==> src/rtl/dircoh_pkg.sv <==
package dircoh_pkg;

  typedef enum logic [2:0] {
    ST_IDLE,
    ST_LOOKUP,
    ST_INV,
    ST_ACKWAIT,
    ST_FETCH,
    ST_WBWAIT,
    ST_GRANT
  } dirStateT;

  // control -> datapath strobes
  typedef struct packed {
    logic latchReq;
    logic loadPending;
    logic commit;
  } dirStrobeT;

  // datapath -> control status
  typedef struct packed {
    logic isWrite;
    logic othersAny;
    logic needFetch;
    logic pendingEmpty;
  } dirStatusT;

endpackage

==> src/rtl/dircoh_datapath.sv <==
module dircoh_datapath
  import dircoh_pkg::*;
#(
  parameter int NUM_PROCS  = 8,
  parameter int NUM_BLOCKS = 64,
  localparam int PROC_W = $clog2(NUM_PROCS),
  localparam int ADDR_W = $clog2(NUM_BLOCKS)
) (
  input  logic                 clk,
  input  logic                 rstN,
  input  dirStrobeT            strobe,
  output dirStatusT            status,
  input  logic                 reqWrite,
  input  logic [PROC_W-1:0]    reqProc,
  input  logic [ADDR_W-1:0]    reqAddr,
  input  logic [NUM_PROCS-1:0] ackIn,
  output logic [NUM_PROCS-1:0] othersMask,
  output logic [PROC_W-1:0]    ownerIdx,
  output logic                 curWrite,
  output logic [PROC_W-1:0]    curProc,
  output logic [ADDR_W-1:0]    curAddr
);

  logic [NUM_PROCS-1:0] presArr  [NUM_BLOCKS];
  logic                 dirtyArr [NUM_BLOCKS];
  logic [NUM_PROCS-1:0] pendingAcks;

  logic [NUM_PROCS-1:0] entryPres;
  logic                 entryDirty;
  logic [NUM_PROCS-1:0] reqMask;
  logic                 reqHolds;
  logic                 needFetch;

  // latched request
  always_ff @(posedge clk or negedge rstN) begin
    if (!rstN) begin
      curWrite <= 1'b0;
      curProc  <= '0;
      curAddr  <= '0;
    end else if (strobe.latchReq) begin
      curWrite <= reqWrite;
      curProc  <= reqProc;
      curAddr  <= reqAddr;
    end
  end

  // directory lookup
  always_comb begin
    entryPres  = presArr[curAddr];
    entryDirty = dirtyArr[curAddr];
    reqMask    = '0;
    reqMask[curProc] = 1'b1;
    othersMask = entryPres & ~reqMask;
    reqHolds   = |(entryPres & reqMask);
    needFetch  = !curWrite && entryDirty && !reqHolds;
  end

  // owner index encoder (a dirty block has a single holder)
  always_comb begin
    ownerIdx = '0;
    for (int i = 0; i < NUM_PROCS; i++) begin
      if (entryPres[i]) ownerIdx = PROC_W'(i);
    end
  end

  // outstanding acknowledge mask
  always_ff @(posedge clk or negedge rstN) begin
    if (!rstN) begin
      pendingAcks <= '0;
    end else if (strobe.loadPending) begin
      pendingAcks <= othersMask;
    end else begin
      pendingAcks <= pendingAcks & ~ackIn;
    end
  end

  // directory storage and commit
  always_ff @(posedge clk or negedge rstN) begin
    if (!rstN) begin
      for (int b = 0; b < NUM_BLOCKS; b++) begin
        presArr[b]  <= '0;
        dirtyArr[b] <= 1'b0;
      end
    end else if (strobe.commit) begin
      if (curWrite) begin
        presArr[curAddr]  <= reqMask;
        dirtyArr[curAddr] <= 1'b1;
      end else begin
        presArr[curAddr]  <= entryPres | reqMask;
        dirtyArr[curAddr] <= entryDirty & reqHolds;
      end
    end
  end

  always_comb begin
    status.isWrite      = curWrite;
    status.othersAny    = |othersMask;
    status.needFetch    = needFetch;
    status.pendingEmpty = (pendingAcks == '0);
  end

  // a dirty block has exactly one holder
  p_dirty_single_owner_r2: assert property (@(posedge clk) disable iff (!rstN)
    entryDirty |-> $onehot(entryPres));

  // no write grant while acknowledges are outstanding
  p_grant_needs_acks_r4: assert property (@(posedge clk) disable iff (!rstN)
    (strobe.commit && curWrite) |-> (pendingAcks == '0));

  // invalidations are only loaded for write requests
  p_inv_only_write_r3: assert property (@(posedge clk) disable iff (!rstN)
    strobe.loadPending |-> curWrite);

  // a committed write leaves the writer alone and dirty
  p_write_commit_r5: assert property (@(posedge clk) disable iff (!rstN)
    (strobe.commit && curWrite) |=>
      (presArr[$past(curAddr)] == $past(reqMask)) && dirtyArr[$past(curAddr)]);

  // a read that needed a write-back leaves the block clean, owner kept
  p_read_fetch_commit_r6: assert property (@(posedge clk) disable iff (!rstN)
    (strobe.commit && needFetch) |=>
      !dirtyArr[$past(curAddr)] && ((presArr[$past(curAddr)] & $past(entryPres)) != '0));

endmodule

==> src/rtl/dircoh_control.sv <==
module dircoh_control
  import dircoh_pkg::*;
(
  input  logic      clk,
  input  logic      rstN,
  input  logic      reqValid,
  input  logic      wbDone,
  input  dirStatusT status,
  output dirStrobeT strobe,
  output logic      reqReady,
  output logic      invValid,
  output logic      fetchValid,
  output logic      grantValid
);

  dirStateT state, nextState;

  always_ff @(posedge clk or negedge rstN) begin
    if (!rstN) state <= ST_IDLE;
    else       state <= nextState;
  end

  always_comb begin
    nextState = state;
    unique case (state)
      ST_IDLE:    if (reqValid) nextState = ST_LOOKUP;
      ST_LOOKUP: begin
        if (status.isWrite) nextState = status.othersAny ? ST_INV : ST_GRANT;
        else                nextState = status.needFetch ? ST_FETCH : ST_GRANT;
      end
      ST_INV:     nextState = ST_ACKWAIT;
      ST_ACKWAIT: if (status.pendingEmpty) nextState = ST_GRANT;
      ST_FETCH:   nextState = ST_WBWAIT;
      ST_WBWAIT:  if (wbDone) nextState = ST_GRANT;
      ST_GRANT:   nextState = ST_IDLE;
      default:    nextState = ST_IDLE;
    endcase
  end

  always_comb begin
    reqReady           = (state == ST_IDLE);
    invValid           = (state == ST_INV);
    fetchValid         = (state == ST_FETCH);
    grantValid         = (state == ST_GRANT);
    strobe.latchReq    = (state == ST_IDLE) && reqValid;
    strobe.loadPending = (state == ST_INV);
    strobe.commit      = (state == ST_GRANT);
  end

  // once a request is taken, the port closes in the next cycle
  p_busy_after_accept_r9: assert property (@(posedge clk) disable iff (!rstN)
    (reqValid && reqReady) |=> !reqReady);

  // the port reopens right after a grant
  p_ready_after_grant_r9: assert property (@(posedge clk) disable iff (!rstN)
    grantValid |=> reqReady);

  // write-back orders are issued only for reads
  p_fetch_only_read_r6: assert property (@(posedge clk) disable iff (!rstN)
    fetchValid |-> !status.isWrite);

  // invalidate is a single-cycle pulse
  p_inv_pulse_r3: assert property (@(posedge clk) disable iff (!rstN)
    invValid |=> !invValid);

endmodule

==> src/rtl/dircoh_directory.sv <==
module dircoh_directory
  import dircoh_pkg::*;
#(
  parameter int NUM_PROCS  = 8,
  parameter int NUM_BLOCKS = 64,
  localparam int PROC_W = $clog2(NUM_PROCS),
  localparam int ADDR_W = $clog2(NUM_BLOCKS)
) (
  input  logic                 clk,
  input  logic                 rstN,
  input  logic                 reqValid,
  output logic                 reqReady,
  input  logic                 reqWrite,
  input  logic [PROC_W-1:0]    reqProc,
  input  logic [ADDR_W-1:0]    reqAddr,
  output logic                 invValid,
  output logic [NUM_PROCS-1:0] invMask,
  output logic [ADDR_W-1:0]    invAddr,
  input  logic [NUM_PROCS-1:0] ackIn,
  output logic                 fetchValid,
  output logic [PROC_W-1:0]    fetchOwner,
  output logic [ADDR_W-1:0]    fetchAddr,
  input  logic                 wbDone,
  output logic                 grantValid,
  output logic                 grantWrite,
  output logic [PROC_W-1:0]    grantProc,
  output logic [ADDR_W-1:0]    grantAddr
);

  dirStrobeT            strobe;
  dirStatusT            status;
  logic [NUM_PROCS-1:0] othersMask;
  logic [PROC_W-1:0]    ownerIdx;
  logic                 curWrite;
  logic [PROC_W-1:0]    curProc;
  logic [ADDR_W-1:0]    curAddr;

  dircoh_control u_ctrl (
    .clk        (clk),
    .rstN       (rstN),
    .reqValid   (reqValid),
    .wbDone     (wbDone),
    .status     (status),
    .strobe     (strobe),
    .reqReady   (reqReady),
    .invValid   (invValid),
    .fetchValid (fetchValid),
    .grantValid (grantValid)
  );

  dircoh_datapath #(
    .NUM_PROCS  (NUM_PROCS),
    .NUM_BLOCKS (NUM_BLOCKS)
  ) u_data (
    .clk        (clk),
    .rstN       (rstN),
    .strobe     (strobe),
    .status     (status),
    .reqWrite   (reqWrite),
    .reqProc    (reqProc),
    .reqAddr    (reqAddr),
    .ackIn      (ackIn),
    .othersMask (othersMask),
    .ownerIdx   (ownerIdx),
    .curWrite   (curWrite),
    .curProc    (curProc),
    .curAddr    (curAddr)
  );

  assign invMask    = othersMask;
  assign invAddr    = curAddr;
  assign fetchOwner = ownerIdx;
  assign fetchAddr  = curAddr;
  assign grantWrite = curWrite;
  assign grantProc  = curProc;
  assign grantAddr  = curAddr;

  // the invalidate never targets the requester and is never empty
  p_inv_mask_r3: assert property (@(posedge clk) disable iff (!rstN)
    invValid |-> (invMask != '0) && !invMask[curProc]);

  // the granted request was latched from the port and held
  p_grant_stable_r10: assert property (@(posedge clk) disable iff (!rstN)
    grantValid |-> $stable(grantAddr) && $stable(grantProc));

endmodule

==> config.mk <==
export PLATFORM = sky130hd
export DESIGN_NAME = dircoh_directory
export DESIGN_NICKNAME = d
export VERILOG_FILES = /design/src/rtl/dircoh_pkg.sv /design/src/rtl/dircoh_datapath.sv /design/src/rtl/dircoh_control.sv /design/src/rtl/dircoh_directory.sv
export SDC_FILE = /design/constraint.sdc
export NUM_CORES = 1
export LEC_CHECK = 0
export BUFFER_PORTS_ARGS = -buffer_cell sky130_fd_sc_hd__buf_2
export CAP_MARGIN = 20
export CORE_ASPECT_RATIO = 0.75
export CORE_MARGIN = 2
export CORE_UTILIZATION = 46
export DETAILED_ROUTE_END_ITERATION = 6
export PLACE_DENSITY = 0.73
export SLEW_MARGIN = 20
export SYNTH_ARGS = -nofsm -noshare
export SYNTH_HDL_FRONTEND = slang
export SYNTH_SLANG_ARGS = --single-unit
==> constraint.sdc <==
create_clock -name clk -period 5.25 [get_ports clk]
set_input_delay 0.2625 -clock clk [delete_from_list [all_inputs] [get_ports clk]]
set_output_delay 0.2625 -clock clk [all_outputs]
set_load 0.01 [all_outputs]
==> results.py, run 1 <==
metrics = {
    "power_and_ir_drop": {
        "leakage_nw": 13.8,
        "ir_drop_mv": 0.621,
        "pwr_density_cell_nw_per_um2": 628,
    },
    "finish": {
        "mostFrequentLayoutCells": "593 x dfrtp_1, 378 x nand2_1, 322 x o21ai_0, 302 x nor2_1, 291 x a21oi_1",
        "area_growth_pct": 11.1,
        "final_common_cell": "dfrtp_1",
        "nets": 2796,
        "layout-drive-gt1-share_pct": 13.9,
    },
    "synthesis": {
        "seq_area_frac_synth_pct": 53.6,
        "synth_edf_count": 0,
        "syn_nets": 2804,
        "syn_inst": 2782,
        "ys.flop_type": "dfrtp_1",
        "netlist-cell-type-count": 71,
        "ys_ff_latch": 597,
        "async_flop_share_pct": 100,
        "yosysWarnings": 0,
        "syn_avg_cell_area_um2": 10.0,
        "syn-cell-area_um2": 27900,
    },
    "global_route": {
        "grt_max_degree": 111,
        "grt_overflow_total": 0,
        "grt_pass1_wl_um": 136000,
        "first_global_vias": 21700,
        "antenna_found_initial": 1,
        "grtUsageTotal_pct": 28.5,
    },
    "clock_network": {
        "clock_latency_ps": 610,
        "cts_tree": "built",
        "cts_buffer_depth": 3,
        "cts.sinks": 597,
        "root_buffer": "clkbuf_16",
        "cts_buffers": 56,
        "clk_pin_slew_worst_paths_ps": 60,
        "htree_levels": 2,
    },
    "route": {
        "dr.first_iter.drc_count": 3096,
        "drtPass1Iterations": 6,
        "antenna_left": 0,
        "viasPerCell": 6.26,
        "dr_total_vias": 22600,
        "drcViolationCount": 0,
        "wl_per_cell_um": 24.6,
        "totalWireLength_um": 88700,
    },
    "timing": {
        "max_freq_mhz": 197,
        "worst_clock_skew_ps": 25.7,
        "timing.hold.ws_ps": 66.9,
        "fin_crit_ps": 5090,
        "timing.final.crit_share_pct": 96.9,
        "maxSlewViolCount": 0,
        "grt_setup_unrepaired": "no",
        "slew_headroom_pct": 26.6,
        "setup-violations-final": 0,
        "hold_violations": 0,
        "fin_setup_tns_ps": 0,
        "worst_slew_pin_slew_ps": 1090,
    },
    "placement": {
        "dp_hpwl_um": 59000,
        "io_buffers": 58,
        "globalplace.congestion": 0.995,
    },
    "setup_path": {
        "start_kind": "flip-flop",
        "cpPeakStageDelay_ps": 1030,
        "crit_required_ps": 4990,
        "crit_path_top_delay_cell": "o41ai_1",
        "cp_num_buf_inv": 1,
        "arrival_ps": 4830,
        "endpoint_kind": "output port",
        "crit_path_cell_trace": "nand2b_1 -> o32ai_1 -> o41ai_1 -> o2111ai_1 -> nor2_2 -> a21boi_0 -> o21ai_0 -> buf_2",
        "critical_path.max_fanout": 42,
        "crit_family": "compound AO/OA/AOI/OAI gates",
        "critical_path_class": "flip-flop to output port",
    },
    "die": {
        "fp.dieH_um": 217,
        "core_area_um2": 60200,
        "die_w_um": 288,
        "ios": 59,
        "rows": 78,
        "die-area_um2": 62600,
        "initial_core_util_pct": 46.3,
    },
    "run_status": {
        "status": "finished, final reports clean",
    },
    "worst_hold_path": {
        "hold_class": "input port to flip-flop",
    },
    "job": {
        "max_cap_violations": 0,
    },
}
[routing by layer]
metal / routed length [µm] / global-route usage (%)
met5: 9 / 0
met4: 3780 / 11.0
met3: 11100 / 8.79
met2: 37100 / 40.3
met1: 36700 / 41.0
[cell usage after synthesis, types with 11 or more instances]
cell type	n	share of area (%)
dfrtp_1	597	54
nand2_1	378	5.1
o21ai_0	322	5.8
nor2_1	302	4.1
a21oi_1	291	5.2
mux2i_1	170	6.1
clkbuf_1	127	1.7
mux4_2	61	4.9
buf_2	55	0.99
nand3_1	55	0.99
buf_4	34	0.91
a22oi_1	22	0.59
nor2_2	21	0.47
o21ai_2	20	0.63
o22ai_1	19	0.43
a221oi_1	18	0.57
mux2_2	18	0.73
buf_6	17	0.69
and3_1	15	0.34
and3b_1	15	0.47
nand2b_1	15	0.34
nor3_1	15	0.27
a31oi_1	13	0.29
a22o_1	12	0.38
nand3b_1	12	0.32
nor3b_1	12	0.32
or3b_2	11	0.35
[kinds of logic (layout without fill, tap and decap cells)]
| group | count (synthesis) | after routing | share of synthesized area (%) |
|---|---|---|---|
| buf+inv | 259 | 289 | 4.67 |
| mux | 249 | 249 | 11.8 |
| simple gates | 882 | 882 | 13.8 |
| flops | 597 | 597 | 53.6 |
| compound gates | 795 | 795 | 16.2 |
| other cells | 0 | 2 | 0 |
[report_power, final]
| group | total, mW | leakage [nW] | switching, mW | internal (mW) |
|---|---|---|---|---|
| clock network | 4.08 | 0.873 | 1.77 | 2.31 |
| logic | 8.21 | 4.72 | 5.47 | 2.73 |
| registers | 7.18 | 8.20 | 1.14 | 6.04 |
[per-stage QoR]
stage                     utilization [%]  total power, mW  setup WS, ps  cell area [µm²]  std cells
final                                51.5             19.5           162            31000       3614
after global routing                 51.5             20.3           127            31000       3612
after CTS                            51.5             19.2           499            31000       3612
after detailed placement             48.2             15.1           939            29000       3496
after global placement               48.2             14.8           988            29000       3496
after floorplan                         -             12.1          2370            27900       2782
[registers in the layout (all words and copies together) (netlist names)]
signal	cells
u_data.presArr	512
u_data.dirtyArr	64
u_data.pendingAcks	8
u_data.curAddr	6
u_ctrl.state	3
u_data.curProc	3
u_data.curWrite	1
[timing repair]
item	4_1_cts	5_1_grt
hold buffers	20	0
setup buffers	0	0
endpoints found under the hold margin	114	0
resized for setup	0	0
[path summary, 6_finish.rpt]
check	slack (ps)	start	to	depth (start not counted)
min	70	reqValid	u_ctrl.state[0]$_DFFE_PN0P_	5
min in group asynchronous	280	rstN	u_data.presArr[467]$_DFFE_PN0P_	2
max reg2reg	670	u_data.curAddr[1]$_DFFE_PN0P_	u_data.dirtyArr[32]$_DFFE_PN0P_	9
max	160	u_data.curAddr[1]$_DFFE_PN0P_	fetchOwner[0]	8
min reg2reg	470	u_data.presArr[157]$_DFFE_PN0P_	u_data.presArr[157]$_DFFE_PN0P_	2
max in group asynchronous	3590	rstN	u_data.presArr[162]$_DFFE_PN0P_	3
[area by class of cell]
cell class,instances,area (µm²)
Antenna cell,2,5.00
Clock buffer,84,1620
Clock inverter,12,166
Fill cell,5250,29200
Inverter,12,45.0
Multi-Input combinational cell,1926,11700
Sequential cell,597,15000
Tap cell,800,1000
Timing Repair Buffer,181,1500
[worst reg2reg max path, stage by stage, from the launching register on]
cell and delay [ps]:
dfrtp_4 800, nand2b_1 670, o32ai_1 260, o41ai_1 1030
o2111ai_1 390, o21ai_1 220, o311ai_1 180, a211oi_4 320
buf_12 340, o21ai_0 230
Note: power is estimated with default switching activity, not from simulation.
==> inputs of run 2 (changes only) <==
- BUFFER_PORTS_ARGS: -buffer_cell sky130_fd_sc_hd__buf_2 -> -buffer_cell sky130_fd_sc_hd__clkbuf_2
==> run 2 against run 1 <==
Net effect:
- core utilization is 0.17 points lower
- die area stayed put
- critical path depth is 2 higher
- first-iteration DRC count is 13% lower
- design area is 0.34% lower
- flip-flop and latch count stayed put
- global-route usage is 0.35 points lower
- clock skew is 5.7 ps higher
- via count is 2.3% lower
- sequential share of layout area is 0.16 points higher
- wire length is 1.2% lower
- critical endpoint unchanged
==> results.py, run 2 (synthesis gave the netlist of run 1 again) <==
metrics = {
    "run_status": {
        "status": "finished, final reports clean",
    },
    "setup_path": {
        "start_kind": "flip-flop",
        "critical_path_class": "flip-flop to output port",
        "crit_path_top_delay_cell": "nor2b_2",
        "crit_path_cell_trace": "nor2b_2 -> buf_4 -> a22oi_1 -> nand3_1 -> o211ai_1 -> nor4_2 -> o21ai_0 -> a21boi_0 -> o21ai_0 -> clkbuf_2",
        "crit_required_ps": 4990,
        "rr_worst_depth": 10,
        "cp-startpoint": "u_data.curAddr[2]$_DFFE_PN0P_",
        "cp_num_buf_inv": 2,
        "cpPeakStageDelay_ps": 960,
        "crit_family": "simple AND/OR/NAND/NOR gates",
        "r2r_slack_ps": 510,
        "critical_path.max_fanout": 39,
        "r2r-start": "u_data.curAddr[1]$_DFFE_PN0P_",
        "cpMostUsedCell": "o21ai_0",
        "arrival_ps": 4900,
        "r2r_end": "u_data.presArr[284]$_DFFE_PN0P_",
        "endpoint_kind": "output port",
    },
    "die": {
        "fp.dieH_um": 217,
        "initial_core_util_pct": 46.3,
        "ios": 59,
        "rows": 78,
        "core_area_um2": 60200,
        "die-area_um2": 62600,
        "die_w_um": 288,
    },
    "job": {
        "max_cap_violations": 0,
    },
    "clock_network": {
        "cts.sinks": 597,
        "htree_levels": 2,
        "cts_setup_buffers": 0,
        "cts_tree": "built",
        "root_buffer": "clkbuf_16",
        "cts_buffers": 56,
        "clk_pin_slew_worst_paths_ps": 60,
        "cts_buffer_depth": 3,
        "clock_latency_ps": 640,
    },
    "finish": {
        "fillCellCount": 5305,
        "mostFrequentLayoutCells": "593 x dfrtp_1, 378 x nand2_1, 322 x o21ai_0, 302 x nor2_1, 291 x a21oi_1",
        "layout-drive-gt1-share_pct": 13.9,
        "largest_register": "u_data.presArr",
        "largest_reg_flops": 512,
        "final_common_cell": "dfrtp_1",
        "regArea_um2": 15000,
        "reg_top3": "u_data.presArr (512), u_data.dirtyArr (64), u_data.pendingAcks (8)",
        "nets": 2789,
        "area_growth_pct": 10.7,
        "fin_area_um2": 30900,
        "multi_input_area_um2": 11700,
    },
    "timing": {
        "slew_headroom_pct": 21.6,
        "timing.hold.ws_ps": 46.5,
        "fin_setup_tns_ps": 0,
        "grt_setup_unrepaired": "no",
        "hold_violations": 0,
        "worst_clock_skew_ps": 31.4,
        "max_freq_mhz": 194,
        "fin_crit_ps": 5160,
        "setup-violations-final": 0,
        "timing.final.crit_share_pct": 98.3,
        "worst_slew_pin_slew_ps": 1170,
        "setup_ws_ps": 89.8,
        "maxSlewViolCount": 0,
    },
    "worst_hold_path": {
        "min_path_cells": 5,
        "worstHoldStart": "reqValid",
        "hold_end": "u_ctrl.state[0]$_DFFE_PN0P_",
        "hold_class": "input port to flip-flop",
    },
    "route": {
        "drcViolationCount": 0,
        "dr.first_iter.drc_count": 2698,
        "antenna_left": 0,
        "dr_total_vias": 22100,
        "drtPass1Iterations": 6,
        "totalWireLength_um": 87700,
        "wl_per_cell_um": 24.3,
        "wl_met1_um": 36500,
        "top_layer": "met5",
        "wl_met3_um": 11000,
        "wl_met2_um": 37500,
        "viasPerCell": 6.12,
    },
    "global_route": {
        "grt_pass1_wl_um": 134000,
        "grt_overflow_total": 0,
        "grt_max_degree": 141,
        "antenna_found_initial": 3,
        "first_global_vias": 21300,
        "grtUsageTotal_pct": 28.2,
    },
    "placement": {
        "post-place-ws_ps": 826,
        "io_buffers": 58,
        "placed_cell_area_um2": 28900,
        "globalplace.congestion": 0.974,
        "dp_hpwl_um": 57200,
    },
    "power_and_ir_drop": {
        "pwr-share-comb_pct": 41.3,
        "finalPower_mw": 19.3,
        "leakage_nw": 13.8,
        "p_sw_mw": 8.34,
        "pwr_density_cell_nw_per_um2": 624,
        "internal_power_mw": 10.9,
        "swShare_pct": 43.3,
        "ir_drop_mv": 0.535,
        "seq_power_share_pct": 37.3,
        "clkPwrFrac_pct": 21.4,
    },
}
## run 2: routing by layer
layer  up-vias  track usage [%]
li1       9711                -
met1     10900             40.2
met4         4             8.89
met5         -                0
met2      1263             40.7
met3       184             9.22
## run 2: area by class of cell
cell class	instances	area share, %
inverters	12	0.146
diodes	1	0.00810
flip-flops and latches	597	48.4
well taps	800	3.24
clock inverters	15	0.486
clock buffers	87	5.40
multi-input cells	1926	37.9
repair buffers	174	4.40
## run 2: per-stage QoR
step | instances | utilization, %
after floorplan | 2782 | -
after global placement | 3489 | 47.9
after detailed placement | 3489 | 47.9
after CTS | 3611 | 51.3
after global routing | 3611 | 51.3
final | 3612 | 51.3
## run 2: worst max path at each step
stage | slack (ps) | cells past startpoint | endpoint
2_1_floorplan | 2370 | 12 | u_data.dirtyArr[18]$_DFFE_PN0P_
3_3_place_gp | 900 | 10 | u_data.dirtyArr[30]$_DFFE_PN0P_
3_5_place_dp | 830 | 10 | u_data.presArr[284]$_DFFE_PN0P_
4_1_cts | 350 | 10 | fetchOwner[0]
5_1_grt | 110 | 10 | fetchOwner[0]
6_report | 90 | 10 | fetchOwner[0]
## run 2: power groups by stage
stage | sequential, mW | clock (mW) | combinational (mW)
2_1_floorplan | 6.67 | 0 | 5.42
3_3_place_gp | 7.12 | 0 | 7.56
3_5_place_dp | 7.22 | 0 | 7.71
4_1_cts | 7.14 | 4.17 | 7.75
5_1_grt | 7.34 | 4.35 | 8.43
6_report | 7.19 | 4.12 | 7.96
## run 2: timing repair
action                                 in CTS  in global routing
endpoints found under the hold margin     136                  0
resized for setup                           0                  0
hold buffers                               20                  0
## run 2: worst reg2reg max path: stages, from the launching register on
cell and delay [ps]:
dfrtp_4 690, buf_4 470, nand2b_1 570, o22ai_1 200, a31oi_1 170, a21oi_1 140
nor4_2 850, and2_1 400, a2bb2oi_4 160, buf_4 650, o21ai_0 300
